--- src/rtl/fdf_pkg.sv ---
package fdf_pkg;
  localparam int DT_W  = 6;
  localparam int CNT_W = 12;
  localparam int ST_W  = 3;

  localparam logic [DT_W-1:0]  DEF_TYPE_MIN = 6'd24;
  localparam logic [DT_W-1:0]  DEF_TYPE_MAX = 6'd47;
  localparam logic [CNT_W-1:0] DEF_LINES    = 12'd480;
  localparam logic [CNT_W-1:0] DEF_PIXELS   = 12'd480;

  // strobes from control to datapath
  typedef struct packed {
    logic load;
    logic swap;
  } dpStrobe_t;

  // frame-end events, packed so bit 0 = few, bit 1 = many, bit 2 = incomplete
  typedef struct packed {
    logic incomplete;
    logic many;
    logic few;
  } statEvt_t;
endpackage

--- src/rtl/fdf_ctrl.sv ---
module fdf_ctrl
  import fdf_pkg::*;
(
  input  logic             clk,
  input  logic             rstN,
  input  logic             inValid,
  input  logic [DT_W-1:0]  inDataType,
  input  logic             inFrameStart,
  input  logic             inFrameEnd,
  input  logic             inLineEnd,
  input  logic [DT_W-1:0]  cfgTypeMin,
  input  logic [DT_W-1:0]  cfgTypeMax,
  input  logic [CNT_W-1:0] cfgLines,
  input  logic [CNT_W-1:0] cfgPixels,
  input  logic             cfgHasLineSync,
  input  logic             cfgCheckEn,
  input  logic             cfgSwapBytes,
  output dpStrobe_t        dpCtl,
  output statEvt_t         events
);
  logic [CNT_W-1:0] lineCount;
  logic [CNT_W-1:0] pixCount;
  logic             passNow;
  logic             pixLineDone;
  logic             lineDone;
  logic [CNT_W:0]   finalCount;
  logic             isFew;
  logic             isMany;

  assign passNow     = inValid && (inDataType >= cfgTypeMin) && (inDataType <= cfgTypeMax);
  assign pixLineDone = !cfgHasLineSync && passNow &&
                       (({1'b0, pixCount} + 1'b1) >= {1'b0, cfgPixels});
  assign lineDone    = cfgHasLineSync ? inLineEnd : pixLineDone;

  // a line that closes in the frame-end cycle still counts
  assign finalCount  = {1'b0, lineCount} + {{CNT_W{1'b0}}, lineDone};
  assign isFew       = finalCount < {1'b0, cfgLines};
  assign isMany      = finalCount > {1'b0, cfgLines};

  always_ff @(posedge clk) begin
    if (!rstN) begin
      lineCount <= '0;
      pixCount  <= '0;
    end else if (inFrameStart) begin
      lineCount <= '0;
      pixCount  <= '0;
    end else begin
      if (lineDone) lineCount <= lineCount + 1'b1;
      if (pixLineDone)
        pixCount <= '0;
      else if (passNow && !cfgHasLineSync)
        pixCount <= pixCount + 1'b1;
    end
  end

  always_comb begin
    dpCtl.load        = passNow;
    dpCtl.swap        = cfgSwapBytes;
    events.few        = inFrameEnd && cfgCheckEn && isFew;
    events.many       = inFrameEnd && cfgCheckEn && isMany;
    events.incomplete = inFrameEnd && isFew;
  end
endmodule

--- src/rtl/fdf_datapath.sv ---
module fdf_datapath
  import fdf_pkg::*;
#(
  parameter int DATA_W = 32
) (
  input  logic              clk,
  input  logic              rstN,
  input  dpStrobe_t         dpCtl,
  input  logic [DATA_W-1:0] inData,
  output logic              outValid,
  output logic [DATA_W-1:0] outData
);
  localparam int NBYTES = DATA_W / 8;

  logic [DATA_W-1:0] swapped;

  genvar gb;
  generate
    for (gb = 0; gb < NBYTES; gb++) begin : g_swap
      assign swapped[gb*8 +: 8] = inData[(NBYTES-1-gb)*8 +: 8];
    end
  endgenerate

  always_ff @(posedge clk) begin
    if (!rstN) begin
      outValid <= 1'b0;
      outData  <= '0;
    end else begin
      outValid <= dpCtl.load;
      if (dpCtl.load) outData <= dpCtl.swap ? swapped : inData;
    end
  end
endmodule

--- src/rtl/fdf_status.sv ---
module fdf_status
  import fdf_pkg::*;
(
  input  logic            clk,
  input  logic            rstN,
  input  statEvt_t        events,
  input  logic [ST_W-1:0] intEnable,
  input  logic [ST_W-1:0] intClear,
  output logic [ST_W-1:0] rawStatus,
  output logic [ST_W-1:0] maskedStatus,
  output logic            irq
);
  logic [ST_W-1:0] setVec;
  assign setVec = events;

  always_ff @(posedge clk) begin
    if (!rstN) rawStatus <= '0;
    else       rawStatus <= (rawStatus & ~intClear) | setVec;
  end

  assign maskedStatus = rawStatus & intEnable;
  assign irq          = |maskedStatus;
endmodule

--- src/rtl/frame_dt_filter.sv ---
module frame_dt_filter
  import fdf_pkg::*;
#(
  parameter int DATA_W = 32
) (
  input  logic              clk,
  input  logic              rstN,
  input  logic              inValid,
  input  logic [5:0]        inDataType,
  input  logic [DATA_W-1:0] inData,
  input  logic              inFrameStart,
  input  logic              inFrameEnd,
  input  logic              inLineEnd,
  input  logic [5:0]        cfgTypeMin,
  input  logic [5:0]        cfgTypeMax,
  input  logic [11:0]       cfgLines,
  input  logic [11:0]       cfgPixels,
  input  logic              cfgHasLineSync,
  input  logic              cfgCheckEn,
  input  logic              cfgSwapBytes,
  input  logic [2:0]        intEnable,
  input  logic [2:0]        intClear,
  output logic              outValid,
  output logic [DATA_W-1:0] outData,
  output logic [2:0]        rawStatus,
  output logic [2:0]        maskedStatus,
  output logic              irq
);
  dpStrobe_t dpCtl;
  statEvt_t  events;

  fdf_ctrl u_ctrl (
    .clk(clk), .rstN(rstN), .inValid(inValid), .inDataType(inDataType),
    .inFrameStart(inFrameStart), .inFrameEnd(inFrameEnd), .inLineEnd(inLineEnd),
    .cfgTypeMin(cfgTypeMin), .cfgTypeMax(cfgTypeMax), .cfgLines(cfgLines),
    .cfgPixels(cfgPixels), .cfgHasLineSync(cfgHasLineSync), .cfgCheckEn(cfgCheckEn),
    .cfgSwapBytes(cfgSwapBytes), .dpCtl(dpCtl), .events(events)
  );

  fdf_datapath #(.DATA_W(DATA_W)) u_dp (
    .clk(clk), .rstN(rstN), .dpCtl(dpCtl), .inData(inData),
    .outValid(outValid), .outData(outData)
  );

  fdf_status u_stat (
    .clk(clk), .rstN(rstN), .events(events), .intEnable(intEnable),
    .intClear(intClear), .rawStatus(rawStatus), .maskedStatus(maskedStatus), .irq(irq)
  );
endmodule

--- config.mk ---
export PLATFORM = sky130hd
export DESIGN_NAME = frame_dt_filter
export DESIGN_NICKNAME = d
export VERILOG_FILES = /design/src/rtl/fdf_pkg.sv /design/src/rtl/fdf_ctrl.sv /design/src/rtl/fdf_datapath.sv /design/src/rtl/fdf_status.sv /design/src/rtl/frame_dt_filter.sv
export SDC_FILE = /design/constraint.sdc
export NUM_CORES = 1
export LEC_CHECK = 0
export BUFFER_PORTS_ARGS = -buffer_cell sky130_fd_sc_hd__buf_2
export CORE_ASPECT_RATIO = 1.75
export CORE_MARGIN = 2
export CORE_UTILIZATION = 58
export CTS_BUF_LIST = sky130_fd_sc_hd__clkbuf_4
export DETAILED_ROUTE_END_ITERATION = 16
export GPL_TIMING_DRIVEN = 0
export PLACE_DENSITY_LB_ADDON = 0.1
export SLEW_MARGIN = 20
export SYNTH_ARGS = -nofsm -noshare
export SYNTH_HDL_FRONTEND = slang
export SYNTH_SLANG_ARGS = --single-unit
export TNS_END_PERCENT = 30
--- constraint.sdc ---
create_clock -name clk -period 8.59 [get_ports clk]
set_input_delay 0.859 -clock clk [delete_from_list [all_inputs] [get_ports clk]]
set_output_delay 0.859 -clock clk [all_outputs]
set_load 0.03 [all_outputs]
======== After elaboration in Yosys (flattened, before gate mapping) ========
Cells that the tools add are included.
operators by class
  add/subtract/negate cells ............... 4
  multiply operators ...................... 0
  div/mod/pow operators ................... 0
  order comparisons ....................... 5
  equality and inequality tests ........... 0
  shift operators ......................... 0
  multiplexer cells ....................... 2
  bitwise logic cells ..................... 5
  reductions and logical operators ........ 12
operators by type and width
  cell                                           number
  2-to-1 mux 32 bit                              1
  adder 12 x 1 -> 12 bit, second input constant  2
  adder 12 x 1 -> 13 bit                         1
  adder 12 x 1 -> 13 bit, second input constant  1
  >= comparator 13 x 12 -> 1 bit                 1
  greater-than comparator 13 x 12 -> 1 bit       1
  less-than comparator 13 x 12 -> 1 bit          1
  logical AND 1 bit                              8
  bitwise AND 3 bit                              2
  >= comparator 6 bit                            1
  <= comparator 6 bit                            1
  OR reduction 3 bit                             2
  NOT 3 bit                                      1
  bitwise OR 3 bit                               1
  OR reduction 2 bit                             1
  logical NOT 1 bit                              1
  2-to-1 mux 1 bit                               1
  NOT 1 bit                                      1
word-level totals
  bits in registers ....................... 60
  latch bits .............................. 0
  memory bits (writable) .................. 0
  bits in read-only memories .............. 0
  input bits .............................. 89
  output and inout port bits .............. 40
  logic and storage cells ................. 33
  memories ................................ 0

======== Longest topological paths before layout ========
Gate-level depths: netlist of the first run.
  word-level depth ........................ 10
  depth in mapped cells ................... 24

======== Modules after synthesis ========
Synthesis of the first run repeated with hierarchy kept, for this count alone.
second synthesis, totals
  cells, all modules ...................... 467
  area total of the unflattened synthesis .. 3,948.8 sq um
modules (own cells, without submodules)
  module        times used  cells an instance  area an instance (sq um)  sequential area each (sq um)
  fdf_ctrl      1           309                2,389.8                   480.5
  fdf_datapath  1           144                1,423.9                   660.6
  fdf_status    1           14                 135.1                     60.1

======== Worst setup path before layout of the first run ========
Ideal clock, no wire load.
  kind .................................... register to register
  start ................................... reg u_ctrl.pixCount[0]
  end ..................................... reg u_stat.rawStatus[1]
  data arrival time ....................... 4.253 ns
  data required time ...................... 8.473 ns
  path slack .............................. 4.220 ns
  stages on the path, launching flop included .. 23
  buffers on the path ..................... 0
  clock period less this slack ............ 4.370 ns
  path through ............................ dfxtp_1 ha_1 and2_1 and4_1 nand3_1 xnor2_1 ha_1 a21o_1 a21oi_1 o31ai_4 nor3_4 o31a_1 inv_1 ha_1 ha_1 nand3_1 xnor2_1 ha_1 nor2b_1 o31a_1 o21ai_0 nand4bb_1 a32o_1
on the way
  longest elaborated chain between the ends .. 8
RTL lines
  element                                   RTL line          source
  start, declared                           fdf_ctrl.sv:22    logic [CNT_W-1:0] pixCount;
  start signal, assigned                    fdf_ctrl.sv:52    pixCount <= pixCount + 1'b1;
  adder 12 x 1 -> 13 bit                    fdf_ctrl.sv:32    (({1'b0, pixCount} + 1'b1) >= {1'b0, cfgPixels});
  >= comparator 13 x 12 -> 1 bit            fdf_ctrl.sv:32
  logical AND 1 bit                         fdf_ctrl.sv:31    assign pixLineDone = !cfgHasLineSync && passNow &&
  2-to-1 mux 1 bit                          fdf_ctrl.sv:33    assign lineDone = cfgHasLineSync ? inLineEnd : pixLineDone;
  adder 12 x 1 -> 13 bit                    fdf_ctrl.sv:36    assign finalCount = {1'b0, lineCount} + {{CNT_W{1'b0}}, lineDone};
  greater-than comparator 13 x 12 -> 1 bit  fdf_ctrl.sv:38    assign isMany = finalCount > {1'b0, cfgLines};
  logical AND 1 bit                         fdf_ctrl.sv:60    events.many = inFrameEnd && cfgCheckEn && isMany;
  bitwise OR 3 bit                          fdf_status.sv:18  else rawStatus <= (rawStatus & ~intClear) | setVec;
  end signal, assigned                      fdf_status.sv:18
  end, declared                             fdf_status.sv:9   output logic [ST_W-1:0] rawStatus,
Every way passes these cells.
A chain may end at the register's enable or synchronous reset.

======== Final worst setup path of the first run ========
Ends and elaborated chain as after synthesis.

==> qor.csv, run 1 <==
stage,metric,value,unit
timing,Total Neg Setup Slack,0,ns
critical_path,Crit Reg-Reg Endpoint,u_stat.rawStatus[1],
critical_path,"Arr. time, crit path",5.42,ns
clock_network,total clock sinks,60,
place,Final GP Congestion,0.888,
route,# DRC,0,
route,ANT nets after route,0,
route,DR vias/cell,5.61,
critical_path,WP buf/inv,1,
worst_hold_path,Worst Hold End,u_ctrl.lineCount[10],
global_route,total global-route track usage,27.7,%
floorplanning,Initial Utilization,59.8,%
route,Pre-Repair DR Iteration Count,5,
timing,final period utilization,59.6,%
global_route,number of global-route vias before repair,4282,
route,DR iter-0 viols,246,
critical_path,Critical Path RT,8.90,ns
finish,"commonest non-fill, non-tap cell in the layout",buf_2,
global_route,first-pass GRT wire length,18700,µm
critical_path,CP startpoint kind,register,
place,Final HPWL DP,8800,µm
floorplanning,chip height,118,µm
clock_network,Root Buffer,clkbuf_4,
logic_synthesis,synthesized net count,641,
clock_network,hold_buf cts,0,
global_route,antenna violations before repair,0,
timing,Slew headroom,50.4,%
finish,Finished Layout Cells,738,
clock_network,post-CTS setup repair buffer count,0,
worst_hold_path,Hold Path Origin,u_ctrl.lineCount[10],
logic_synthesis,post-synthesis register bit count,60,
timing,Max Fclk,195,MHz
route,top layer in use,met4,
critical_path,Top delay family on crit path,simple AND/OR/NAND/NOR gates,
logic_synthesis,largest area contributor in the netlist,dfxtp_1,
place,Buffers on Ports,127,
logic_synthesis,Mapped Cells,512,
logic_synthesis,post-synthesis sequential area ratio,28.0,%
critical_path,CP max stage delay,0.41,ns
worst_hold_path,Worst Hold Class,reg -> reg,
place,Cells after DPL,725,
timing,RSZ-0062 raised after global routing,false,
clock_network,CTS tree,yes,
finish,number of antenna diodes,0,
route,routed len/inst,14.9,µm
power,Leak Pwr,2.83,nW
finish,P&R area growth vs syn,19.9,%
timing,final hold slack,0.480,ns
clock_network,htree depth,3,
logic_synthesis,syn_area_per_cell,8.38,µm²
clock_network,PostCTS Resize Cnt,0,
power,Worst VDD drop,0.000114,V
clock_network,Worst-path clk slew,0.10,ns
status,status,completed,
floorplanning,Die Area,8130,µm²
timing,Worst-Margin Slew,0.744,ns
logic_synthesis,"FFs w/ async S/R, synth",0,%
critical_path,CP cell instances,"ha_1, and2_1, and4_1, nand3_1, xnor2_1, ha_1, a21o_1, a21oi_1, o31ai_4, nor3_4, o31a_1, inv_1, ha_1, ha_1, nand3_1, nor2_1, xor2_1, ha_1, nor2b_1, o21ai_0, a21oi_1, nand4bb_1, a32o_1",
critical_path,Crit Path Max Fanout,6,
route,vias,4141,
finish,final core occ,71.7,%
global_route,largest net degree at the start of global routing,11,
floorplanning,Core ar.,7180,µm²
finish,"commonest cells after routing, fill and taps aside","buf_2 (137), nand2_1 (72), dfxtp_1 (60)",
worst_hold_path,Hold Crit Depth,2,
job,# Max-Cap Violations,0,
clock_network,Num CTS Buffers,9,
finish,layout cell share with drive strength beyond 1,25.0,%
logic_synthesis,Synth warnings,0,
clock_network,Worst-Skew Late Latency,0.43,ns
timing,clk_skew,0.0189,ns
route,M1 WL,4020,µm
critical_path,Critical Path Sink Type,register,
route,met3 WL,429,µm
timing,# setup viols final,0,
route,WL final,11000,µm
logic_synthesis,"Cell Area, Synth",4290,µm²
critical_path,Register-to-Register Path Depth,23,
route,routed wl met2,6190,µm
logic_synthesis,"Distinct cells, synth",54,
critical_path,CP Class,reg -> reg,
critical_path,crit path max-delay cell type,dfxtp_1,
floorplanning,row count,41,
logic_synthesis,ys flop type,dfxtp_1,
floorplanning,Die Span X,69.0,µm
logic_synthesis,number of synthesized flops with an enable pin,0,
timing,Slew Limit Fails,0,
floorplanning,IO Count,129,
power,Power Density,124,nW/µm²
timing,Final Hold Vio Count,0,
critical_path,RR Startpoint,u_ctrl.pixCount[0],
global_route,GRT Residual Overflow,0,
finish,Layout fillers,608,
logic_synthesis,Synth top area share,28.0,%
critical_path,Crit path top cell by count,ha_1,
critical_path,flop-to-flop setup slack,3.47,ns
finish,Nets,779,
clock_network,Max clock buf depth,2,
timing,fin crit period,5.12,ns
logic_synthesis,ranking of synthesized cells by area,"dfxtp_1 (28%), ha_1 (12%), mux2i_1 (10%)",
power breakdown:
group,switching [W],internal (W)
logic,0.0000946,0.0000609
registers,0.00000771,0.000292
clock network,0.000101,0.0000821
total,0.000204,0.000435
routing by layer:
layer  vias to the layer above  global-route usage (%)
li1                       2086                       -
met1                      1902                    27.7
met2                       124                    52.8
met3                        29                    4.20
met4                         0                    15.4
met5                         -                       0
how the worst max path moves through the flow:
stage | startpoint | to | cells after the start
floorplan | u_ctrl.pixCount[0] | u_stat.rawStatus[1] | 22
finish | u_ctrl.pixCount[0] | u_stat.rawStatus[1] | 23
global placement | u_ctrl.pixCount[0] | u_stat.rawStatus[1] | 23
global route | u_ctrl.pixCount[0] | u_stat.rawStatus[1] | 22
detailed placement | u_ctrl.pixCount[0] | u_stat.rawStatus[1] | 22
CTS | u_ctrl.pixCount[0] | u_stat.rawStatus[1] | 22
registers in the layout, summed over array words and instances (netlist names):
name / cells
u_ctrl.pixCount: 12
u_ctrl.lineCount: 12
u_stat.rawStatus: 3
u_dp.outData: 32
u_dp.outValid: 1
logic make-up after synthesis:
family	count (synthesis)	synth area share, %
flops	60	28.0
mux	45	10.5
xor+xnor	20	4.08
compound gates	97	17.8
fa+ha+maj	40	11.7
simple gates	176	20.8
buf+inv	74	7.11
synth_stat cells, drive strengths merged (2+ instances only):
master	instances
xnor2	12
nand2	73
nor2b	3
buf	13
mux2i	44
nand3	16
ha	40
a21o	2
or2	2
nand2b	15
nor3	8
o31ai	3
nand3b	2
xor2	8
o21ai	18
and4	2
or3	9
a211oi	7
dfxtp	60
o211a	32
clkbuf	17
a21oi	14
o32ai	3
o41ai	2
inv	44
nand4b	5
nor2	18
nand4	9
o22ai	8
and3	3
and2	6
o31a	3
final cells by class:
cell class	count	area (µm²)	share of cell area [%]
buffer	30	140	2.72
clock inverter	4	43.8	0.851
sequential	60	1200	23.3
inverter	44	165	3.21
multi-input combinational	378	2790	54.1
timing repair buffer	127	636	12.3
tap	86	108	2.09
clock buffer	9	67.6	1.31
through the flow:
stage	instance area, µm²	setup slack [ns]	total power (W)
6_report	5150	3.47	0.000639
5_1_grt	5150	3.08	0.000668
4_1_cts	5150	3.49	0.000644
3_5_place_dp	5040	3.53	0.000462
3_3_place_gp	5040	3.63	0.000456
2_1_floorplan	4290	4.22	0.000404
worst register-to-register path, stage by stage, from the launching register on:
cell       delay, ns
dfxtp_1         0.41
ha_1            0.26
and2_1          0.18
and4_1          0.27
nand3_1         0.12
xnor2_1         0.24
ha_1            0.29
a21o_1          0.16
a21oi_1         0.23
o31ai_4         0.13
nor3_4          0.28
o31a_1          0.30
inv_1           0.07
ha_1            0.20
ha_1            0.21
nand3_1         0.24
nor2_1          0.10
xor2_1          0.16
ha_1            0.29
nor2b_1         0.14
o21ai_0         0.15
a21oi_1         0.09
nand4bb_1       0.25
a32o_1          0.24
Power figures use the tool's default switching activity.
==> run 2: changes to the inputs <==
Settings changed: CORE_UTILIZATION 58 to 49.
Clock period 8.59 ns to 4.6 ns, I/O delays scaled along.
==> qor.csv, run 2 (synthesis gave the netlist of run 1 again) <==
stage,metric,value,unit
power,Net Sw Frac,33.3,%
finish,P&R area growth vs syn,26.1,%
timing,# setup viols final,0,
place,Cells after DPL,756,
global_route,largest net degree at the start of global routing,12,
clock_network,Worst-path clk slew,0.11,ns
clock_network,Max clock buf depth,2,
timing,final period utilization,95.4,%
timing,fin crit period,4.39,ns
clock_network,CTS tree,yes,
power,sequential share of power,45.4,%
route,DR iter-0 viols,140,
route,# DRC,0,
floorplanning,Core ar.,8610,µm²
power,Power Density,228,nW/µm²
clock_network,Num CTS Buffers,9,
floorplanning,row count,45,
critical_path,CP startpoint kind,register,
global_route,number of global-route vias before repair,4111,
route,DR vias/cell,5.42,
global_route,GRT Residual Overflow,0,
power,clock power share,30.8,%
clock_network,htree depth,3,
timing,Max Fclk,228,MHz
finish,"commonest non-fill, non-tap cell in the layout",buf_2,
timing,clk_skew,0.00760,ns
status,status,completed,
global_route,antenna violations before repair,1,
timing,Slew Limit Fails,0,
power,NetSw,0.000411,W
route,ANT nets after route,0,
power,Logic pwr share,23.8,%
finish,Layout fillers,800,
clock_network,Root Buffer,clkbuf_4,
finish,Finished Layout Cells,779,
critical_path,Critical Path Sink Type,register,
critical_path,Critical Path RT,4.92,ns
global_route,total global-route track usage,24.1,%
critical_path,crit path max-delay cell type,dfxtp_4,
critical_path,"Arr. time, crit path",4.71,ns
critical_path,CP cell instances,"ha_4, and2_4, and4_4, nand3_2, xnor2_2, ha_1, a21o_1, a21oi_2, o31ai_4, nor3_4, o31a_1, inv_2, ha_4, ha_4, nand3_4, xnor2_1, ha_1, nor2b_1, o31a_1, o21ai_2, nand4bb_4, a32o_1",
finish,area of the multi-input gates,2930,µm²
power,internal power,0.000822,W
finish,biggest regs,"u_dp.outData: 32 flops, u_ctrl.lineCount: 12 flops, u_ctrl.pixCount: 12 flops",
floorplanning,Initial Utilization,49.8,%
finish,register area,1210,µm²
floorplanning,IO Count,129,
place,placed cell area,5070,µm²
floorplanning,Die Area,9560,µm²
route,WL final,11300,µm
job,# Max-Cap Violations,0,
finish,Largest register FFs,32,
worst_hold_path,Worst Hold Class,in -> reg,
critical_path,CP Class,reg -> reg,
global_route,first-pass GRT wire length,18100,µm
timing,Final Hold Vio Count,0,
place,Final HPWL DP,8750,µm
finish,layout cell share with drive strength beyond 1,29.5,%
finish,design area,5410,µm²
route,Pre-Repair DR Iteration Count,4,
route,vias,4225,
clock_network,Worst-Skew Late Latency,0.42,ns
floorplanning,Die Span X,74.8,µm
finish,"Most flops, register",u_dp.outData,
finish,"commonest cells after routing, fill and taps aside","buf_2 (137), nand2_1 (72), dfxtp_1 (56)",
floorplanning,chip height,128,µm
power,Worst VDD drop,0.000215,V
timing,Slew headroom,49.5,%
route,routed len/inst,14.5,µm
place,Buffers on Ports,127,
finish,Nets,785,
clock_network,total clock sinks,60,
finish,final core occ,62.8,%
critical_path,CP max stage delay,0.39,ns
clock_network,hold_buf cts,0,
critical_path,Crit path top cell by count,ha_4,
timing,Worst-Margin Slew,0.757,ns
power,Leak Pwr,2.88,nW
place,Final GP Congestion,0.914,
critical_path,Crit Path Max Fanout,5,
timing,Total Neg Setup Slack,0,ns
## run 2: timing repair
action,in CTS,in global routing
setup endpoints to repair,3,3
gates resized for setup,11,23
setup buffers,3,3
endpoints found under the hold margin,0,0
pin swaps,3,7
## run 2: cell type report
type,instances,share of cell area [%]
inverter,44,3.05
buffer,30,2.59
antenna,1,0.0462
clock buffer,9,1.25
sequential,60,22.3
multi-input combinational,378,54.2
tap,117,2.70
timing repair buffer,133,12.6
clock inverter,7,1.25
## run 2: layer usage
layer,part of all wire (%),global-route usage (%)
met1,39,24.9
met2,53,44.5
met3,4.6,4.09
met4,3.9,12.7
met5,0,0
## run 2: power by group through the flow
| stage | logic (W) | registers, W | clock network, W |
|---|---|---|---|
| 2_1_floorplan | 0.000132 | 0.000623 | 0 |
| 3_3_place_gp | 0.000285 | 0.000571 | 0 |
| 3_5_place_dp | 0.000291 | 0.000572 | 0 |
| 4_1_cts | 0.000293 | 0.000560 | 0.000384 |
| 5_1_grt | 0.000320 | 0.000564 | 0.000412 |
| 6_report | 0.000293 | 0.000560 | 0.000380 |
## run 2: metrics by stage
step	worst slack (ns)	total power, W	hold WS [ns]
after global placement	-0.421	0.000855	0.446
after CTS	0.00227	0.00124	0.179
final	0.210	0.00123	0.203
after floorplan	0.230	0.000755	0.435
after detailed placement	-0.417	0.000863	0.465
after global routing	-0.0325	0.00130	0.173
## run 2: worst max-delay path, delay by kind of cell, from the launching register on
family	cells	cell delay, ns
buffers and inverters	1	0.06
adders and majority gates	5	1.09
DFF	1	0.39
and+or+nand+nor	7	1.12
AOI/OAI and AO/OA	7	1.32
xor gates and xnor gates	2	0.31
## run 2: final timing paths
kind                   startpoint              endpoint  slack, ns  depth (start not counted)
max            u_ctrl.pixCount[0]   u_stat.rawStatus[1]       0.21                         22
min                   intClear[2]   u_stat.rawStatus[2]       0.20                          2
max reg2reg    u_ctrl.pixCount[0]   u_stat.rawStatus[1]       0.21                         22
min reg2reg  u_ctrl.lineCount[10]  u_ctrl.lineCount[10]       0.48                          2
